--- config.mk ---
export PLATFORM = sky130hd
export DESIGN_NAME = bus_wdt_rst_gen
export DESIGN_NICKNAME = d
export VERILOG_FILES = /design/src/rtl/brg_pkg.sv /design/src/rtl/brg_sync.sv /design/src/rtl/brg_tick_gen.sv /design/src/rtl/brg_start_det.sv /design/src/rtl/brg_wdt.sv /design/src/rtl/brg_rst_ctrl.sv /design/src/rtl/bus_wdt_rst_gen.sv
export SDC_FILE = /design/constraint.sdc
export NUM_CORES = 1
export LEC_CHECK = 0
export BUFFER_PORTS_ARGS = -buffer_cell sky130_fd_sc_hd__buf_4
export CORE_ASPECT_RATIO = 0.6
export CORE_MARGIN = 5
export CORE_UTILIZATION = 51
export CTS_CLUSTER_DIAMETER = 80
export DETAILED_ROUTE_END_ITERATION = 8
export PLACE_DENSITY = 0.68
export SLEW_MARGIN = 20
export SYNTH_ARGS = -nofsm -noshare
export SYNTH_HDL_FRONTEND = slang
export SYNTH_SLANG_ARGS = --single-unit
export TNS_END_PERCENT = 1
--- constraint.sdc ---
create_clock -name clk_i -period 1.23 [get_ports clk_i]
set_input_delay 0.246 -clock clk_i [delete_from_list [all_inputs] [get_ports clk_i]]
set_output_delay 0.246 -clock clk_i [all_outputs]
set_load 0.02 [all_outputs]
--- src/rtl/brg_pkg.sv ---
`timescale 1ns/1ps
package brg_pkg;
  typedef enum logic [1:0] {
    WDT_LONG  = 2'b00,
    WDT_MID   = 2'b01,
    WDT_SHORT = 2'b10,
    WDT_OFF   = 2'b11
  } wdt_sel_e;

  typedef enum logic {
    ST_HOLD = 1'b0,
    ST_RUN  = 1'b1
  } rst_state_e;
endpackage

--- src/rtl/brg_sync.sv ---
`timescale 1ns/1ps
module brg_sync #(
  parameter int unsigned   W       = 1,
  parameter logic [W-1:0]  RST_VAL = '0
) (
  input  logic         clk_i,
  input  logic         rst_ni,
  input  logic [W-1:0] d_i,
  output logic [W-1:0] q_o
);
  logic [W-1:0] meta_q, sync_q;

  always_ff @(posedge clk_i or negedge rst_ni) begin
    if (!rst_ni) begin
      meta_q <= RST_VAL;
      sync_q <= RST_VAL;
    end else begin
      meta_q <= d_i;
      sync_q <= meta_q;
    end
  end

  assign q_o = sync_q;
endmodule

--- src/rtl/brg_tick_gen.sv ---
`timescale 1ns/1ps
module brg_tick_gen #(
  parameter int unsigned PRESCALE = 4
) (
  input  logic clk_i,
  input  logic rst_ni,
  input  logic clr_i,
  output logic tick_o
);
  generate
    if (PRESCALE <= 1) begin : g_direct
      assign tick_o = ~clr_i;
    end else begin : g_div
      localparam int unsigned PW = $clog2(PRESCALE);
      localparam logic [PW-1:0] LAST = PW'(PRESCALE - 1);
      logic [PW-1:0] pcnt_q;

      always_ff @(posedge clk_i or negedge rst_ni) begin
        if (!rst_ni)               pcnt_q <= '0;
        else if (clr_i)            pcnt_q <= '0;
        else if (pcnt_q == LAST)   pcnt_q <= '0;
        else                       pcnt_q <= pcnt_q + 1'b1;
      end

      assign tick_o = ~clr_i & (pcnt_q == LAST);
    end
  endgenerate
endmodule

--- src/rtl/brg_start_det.sv ---
`timescale 1ns/1ps
module brg_start_det (
  input  logic clk_i,
  input  logic rst_ni,
  input  logic scl_s_i,
  input  logic sda_s_i,
  input  logic block_i,
  output logic kick_o
);
  logic scl_d_q, sda_d_q;

  always_ff @(posedge clk_i or negedge rst_ni) begin
    if (!rst_ni) begin
      scl_d_q <= 1'b1;
      sda_d_q <= 1'b1;
    end else begin
      scl_d_q <= scl_s_i;
      sda_d_q <= sda_s_i;
    end
  end

  // SCL high on both samples so a simultaneous SCL fall does not count
  assign kick_o = ~block_i & scl_s_i & scl_d_q & sda_d_q & ~sda_s_i;
endmodule

--- src/rtl/brg_wdt.sv ---
`timescale 1ns/1ps
module brg_wdt
  import brg_pkg::*;
#(
  parameter int unsigned PRESCALE = 4,
  parameter int unsigned T_LONG   = 28,
  parameter int unsigned T_MID    = 12,
  parameter int unsigned T_SHORT  = 4
) (
  input  logic       clk_i,
  input  logic       rst_ni,
  input  logic [1:0] sel_i,
  input  logic       kick_i,
  input  logic       hold_i,
  output logic       sel_off_o,
  output logic       expire_o
);
  localparam int unsigned CW = $clog2(T_LONG + 1);

  logic [1:0]    sel_q;
  logic [CW-1:0] cnt_q, lim;
  logic          sel_chg, clr, tick;
  wdt_sel_e      sel;

  assign sel       = wdt_sel_e'(sel_i);
  assign sel_off_o = (sel == WDT_OFF);
  assign sel_chg   = (sel_i != sel_q);
  assign clr       = hold_i | kick_i | sel_chg | sel_off_o;

  always_comb begin
    unique case (sel)
      WDT_LONG:  lim = CW'(T_LONG  - 1);
      WDT_MID:   lim = CW'(T_MID   - 1);
      WDT_SHORT: lim = CW'(T_SHORT - 1);
      default:   lim = '0;
    endcase
  end

  brg_tick_gen #(.PRESCALE(PRESCALE)) i_tick (
    .clk_i  (clk_i),
    .rst_ni (rst_ni),
    .clr_i  (clr),
    .tick_o (tick)
  );

  always_ff @(posedge clk_i or negedge rst_ni) begin
    if (!rst_ni) begin
      sel_q <= WDT_OFF;
      cnt_q <= '0;
    end else begin
      sel_q <= sel_i;
      if (clr)       cnt_q <= '0;
      else if (tick) cnt_q <= (cnt_q == lim) ? '0 : cnt_q + 1'b1;
    end
  end

  assign expire_o = tick & (cnt_q == lim);
endmodule

--- src/rtl/brg_rst_ctrl.sv ---
`timescale 1ns/1ps
module brg_rst_ctrl
  import brg_pkg::*;
#(
  parameter int unsigned PRESCALE   = 4,
  parameter int unsigned T_STABLE   = 4,
  parameter int unsigned T_WDT_HOLD = 5
) (
  input  logic clk_i,
  input  logic rst_ni,
  input  logic low_i,
  input  logic expire_i,
  output logic active_o
);
  localparam int unsigned TMAX = (T_STABLE > T_WDT_HOLD) ? T_STABLE : T_WDT_HOLD;
  localparam int unsigned CW   = $clog2(TMAX + 1);

  rst_state_e    state_q;
  logic [CW-1:0] cnt_q, lim;
  logic          from_wdt_q, tick;

  assign lim = from_wdt_q ? CW'(T_WDT_HOLD - 1) : CW'(T_STABLE - 1);

  brg_tick_gen #(.PRESCALE(PRESCALE)) i_tick (
    .clk_i  (clk_i),
    .rst_ni (rst_ni),
    .clr_i  (low_i | (state_q == ST_RUN)),
    .tick_o (tick)
  );

  always_ff @(posedge clk_i or negedge rst_ni) begin
    if (!rst_ni) begin
      state_q    <= ST_HOLD;
      cnt_q      <= '0;
      from_wdt_q <= 1'b0;
    end else begin
      unique case (state_q)
        ST_RUN: begin
          if (low_i) begin
            state_q    <= ST_HOLD;
            cnt_q      <= '0;
            from_wdt_q <= 1'b0;
          end else if (expire_i) begin
            state_q    <= ST_HOLD;
            cnt_q      <= '0;
            from_wdt_q <= 1'b1;
          end
        end
        default: begin
          if (low_i) begin
            cnt_q      <= '0;
            from_wdt_q <= 1'b0;
          end else if (tick) begin
            if (cnt_q == lim) begin
              state_q <= ST_RUN;
              cnt_q   <= '0;
            end else begin
              cnt_q <= cnt_q + 1'b1;
            end
          end
        end
      endcase
    end
  end

  assign active_o = (state_q == ST_HOLD);
endmodule

--- src/rtl/bus_wdt_rst_gen.sv ---
`timescale 1ns/1ps
module bus_wdt_rst_gen #(
  parameter bit          ACTIVE_LOW = 1'b1,
  parameter int unsigned PRESCALE   = 4,
  parameter int unsigned T_LONG     = 28,
  parameter int unsigned T_MID      = 12,
  parameter int unsigned T_SHORT    = 4,
  parameter int unsigned T_WDT_HOLD = 5,
  parameter int unsigned T_STABLE   = 4
) (
  input  logic       clk_i,
  input  logic       rst_ni,
  input  logic       low_supply_i,
  input  logic       scl_i,
  input  logic       sda_i,
  input  logic [1:0] wdt_sel_i,
  output logic       sys_rst_o,
  output logic       bus_inhibit_o
);
  logic scl_s, sda_s, low_s;
  logic kick, wdt_expire, rst_active, sel_off;

  brg_sync #(.W(3), .RST_VAL(3'b110)) i_sync (
    .clk_i  (clk_i),
    .rst_ni (rst_ni),
    .d_i    ({scl_i, sda_i, low_supply_i}),
    .q_o    ({scl_s, sda_s, low_s})
  );

  brg_start_det i_start (
    .clk_i   (clk_i),
    .rst_ni  (rst_ni),
    .scl_s_i (scl_s),
    .sda_s_i (sda_s),
    .block_i (rst_active),
    .kick_o  (kick)
  );

  brg_wdt #(
    .PRESCALE (PRESCALE),
    .T_LONG   (T_LONG),
    .T_MID    (T_MID),
    .T_SHORT  (T_SHORT)
  ) i_wdt (
    .clk_i     (clk_i),
    .rst_ni    (rst_ni),
    .sel_i     (wdt_sel_i),
    .kick_i    (kick),
    .hold_i    (rst_active),
    .sel_off_o (sel_off),
    .expire_o  (wdt_expire)
  );

  brg_rst_ctrl #(
    .PRESCALE   (PRESCALE),
    .T_STABLE   (T_STABLE),
    .T_WDT_HOLD (T_WDT_HOLD)
  ) i_rst (
    .clk_i    (clk_i),
    .rst_ni   (rst_ni),
    .low_i    (low_s),
    .expire_i (wdt_expire),
    .active_o (rst_active)
  );

  assign sys_rst_o     = ACTIVE_LOW ? ~rst_active : rst_active;
  assign bus_inhibit_o = rst_active;
endmodule

==> results_dict.tcl <==
set metrics [dict create \
    synth_cell_type_count 38 \
    grt_first_pass_wirelength_um 3350 \
    firstDrtPassIters 4 \
    place.port_buffers 8 \
    h-tree-depth 1 \
    grt_start_max_net_pins 25 \
    cp.buffers_inverters 0 \
    clock_path_buffers 2 \
    p_leak_uw 0.000588 \
    finish.utilization_pct 65.0 \
    ys_warn_count 0 \
    hold_slack_ps 83.3 \
    overflow 0 \
    cp_top_family "compound AO/OA/AOI/OAI gates" \
    dieArea_um2 3250 \
    power.density_nw_per_um2 1170 \
    drv_cap 0 \
    worst_slew_pin_slew_ps 301 \
    yosysSeqAreaShare_pct 54.7 \
    fin_crit_ps 1390 \
    final-setup-viol-count 10 \
    gp_congestion 0.850 \
    die_h_um 46.2 \
    coreArea_um2 2130 \
    rr_worst_depth 4 \
    ys_async_sr_fraction_pct 100 \
    syn_inst 93 \
    path_depth 4 \
    grt_antenna_before_repair 0 \
    clkTransAtPathRegs_ps 80 \
    hold_violations 0 \
    slowest_delay_ps 530 \
    synth_flop_cell "dfrtp_1" \
    synth_top_area_cell "dfrtp_1" \
    final_common_cell "buf_4" \
    relSlewSlack_pct 79.9 \
    synth_top_area_share_pct 35.9 \
    cts_made_buffers 3 \
    vias 760 \
    cts_root_buf "clkbuf_8" \
    grt_pass1_vias 704 \
    area_growth_pct 24.1 \
    routed_wl_um 1940 \
    drive_gt1_share_pct 38.9 \
    routedWlPerCell_um 13.6 \
    fin_cells 143 \
    peakVddDrop_uv 901 \
    syn_area_um2 1120 \
    nets 125 \
    outcome "finished with violations" \
    cp.arrival_ps 1530 \
    synth-edff-count 0 \
    crit_required_ps 1370 \
    vias_per_cell 5.31 \
    crit_chain "and3b_1 -> o211ai_2 -> a211oi_4 -> o32ai_1" \
    final_cell_mix "buf_4, dfrtp_1, dfstp_2" \
    grt_use_total_pct 14.0 \
    row_count 13 \
    end_kind "flop" \
    hold_path_depth 1 \
    fin_ws_ps -163 \
    avgSynthCellArea_um2 12.0 \
    pin_count 9 \
    min_path_type "in -> reg" \
    n_antenna_cell 0 \
    drt_iter0_markers 67 \
    tritoncts "built" \
    cpMaxStageDelayCell "dfstp_2" \
    fin_skew_ps 0.843 \
    cts.sinks 24 \
    die_w_um 70.4 \
    place_area_um2 1270 \
    clkLatencyLatePin_ps 260 \
    dp_slack_ps -203 \
    ys_top_cells_by_area "dfrtp_1, dfstp_2, ha_1" \
    start_kind "flop" \
    drv_slew 0 \
    violations "negative setup slack" \
    drcViolationCount 0 \
    dp.cells 138 \
    fin_crit_sh_pct 113 \
    final_cell_area_um2 1390 \
    n_fill_cell 170 \
    dpl.hpwl_um 1400 \
    cts_setup_buffers 0 \
    synth_fp_nets 104 \
    path_class "reg -> reg" \
    timing.fmax_ghz 0.718 \
    synth-seq-cells 24 \
    rsz0062_at_grt "yes" \
    postRouteAntennaNets 0 \
    critPathMaxFanout 5 \
    start_util_pct 52.4 \
]
## through the flow
stage,power (uW),TNS [ps]
detailed placement,963,-1300
global placement,958,-1110
CTS,1650,-937
finish,1630,-837
floorplan,911,-273
global route,1700,-1690
## kinds of logic (layout without fill, tap and decap cells)
kind of cell,Yosys count,count (layout),synth area share [%]
fa+ha+maj,4,4,4.48
compound gates,17,17,12.3
buf+inv,5,25,1.79
simple gates,38,38,22.4
mux,3,3,2.69
flops,24,24,54.7
xor+xnor,2,2,1.57
## flip-flops by register name, indices dropped and copies added (netlist names)
name / flops
i_rst.cnt_q: 3
i_wdt.i_tick.g_div.pcnt_q: 2
i_start.scl_d_q: 1
i_rst.i_tick.g_div.pcnt_q: 2
i_start.sda_d_q: 1
i_sync.meta_q: 3
i_rst.from_wdt_q: 1
i_sync.q_o: 3
i_rst.state_q: 1
i_wdt.sel_q: 2
i_wdt.cnt_q: 5
## cell type report
class,instances,area [um^2],area share (%)
Multi-Input combinational cell,64,510,36.9
Inverter,3,11.3,0.813
Sequential cell,24,613,44.3
Timing Repair Buffer,18,141,10.2
Clock buffer,3,41.3,2.98
Clock inverter,1,30.0,2.17
Tap cell,30,37.5,2.71
## what timing repair did
item | 4_1_cts | 5_1_grt
setup endpoints to repair | 12 | 13
gates resized for setup | 6 | 4
hold endpoints to repair | 16 | 0
pin swaps | 2 | 0
hold buffers | 1 | 0
## routing by layer
metal	GRT usage [%]	vias up	wire length [um]
met4	3.44	0	17
met2	20.1	19	777
met1	19.8	356	1040
met5	0	-	0
li1	-	383	-
met3	5.66	2	110
## power by group
group	internal [uW]	leakage (uW)	total, uW	switching [uW]
clock	435	0.0000357	676	242
sequential	831	0.000297	852	21.1
combinational	49.3	0.000256	99.2	49.9
## synthesized netlist by cell type, types with 2 or more instances
master,n
dfrtp_1,16
dfstp_2,8
a21oi_1,5
nand3b_1,5
ha_1,4
nand3_1,4
nand4_1,4
mux2i_1,3
nand2_1,3
nand2b_1,3
nor2_1,3
a31oi_1,2
and3b_1,2
inv_1,2
nand4b_1,2
nand4bb_1,2
nor2b_1,2
nor3_1,2
or3_1,2
## worst paths after layout
check	start	slack, ps	to
setup / recovery	i_wdt.sel_q[0]$_DFF_PN1_	-160	i_rst.cnt_q[1]$_DFFE_PN0P_
hold / removal	scl_i	80	i_sync.meta_q[2]$_DFF_PN1_
setup reg to reg	i_wdt.sel_q[0]$_DFF_PN1_	-160	i_rst.cnt_q[1]$_DFFE_PN0P_
hold reg to reg	i_sync.meta_q[0]$_DFF_PN0_	350	i_sync.q_o[0]$_DFF_PN0_
max in group asynchronous	rst_ni	530	i_sync.q_o[1]$_DFF_PN1_
min in group asynchronous	rst_ni	420	i_wdt.cnt_q[3]$_DFFE_PN0P_
Power figures use the tool's default switching activity.
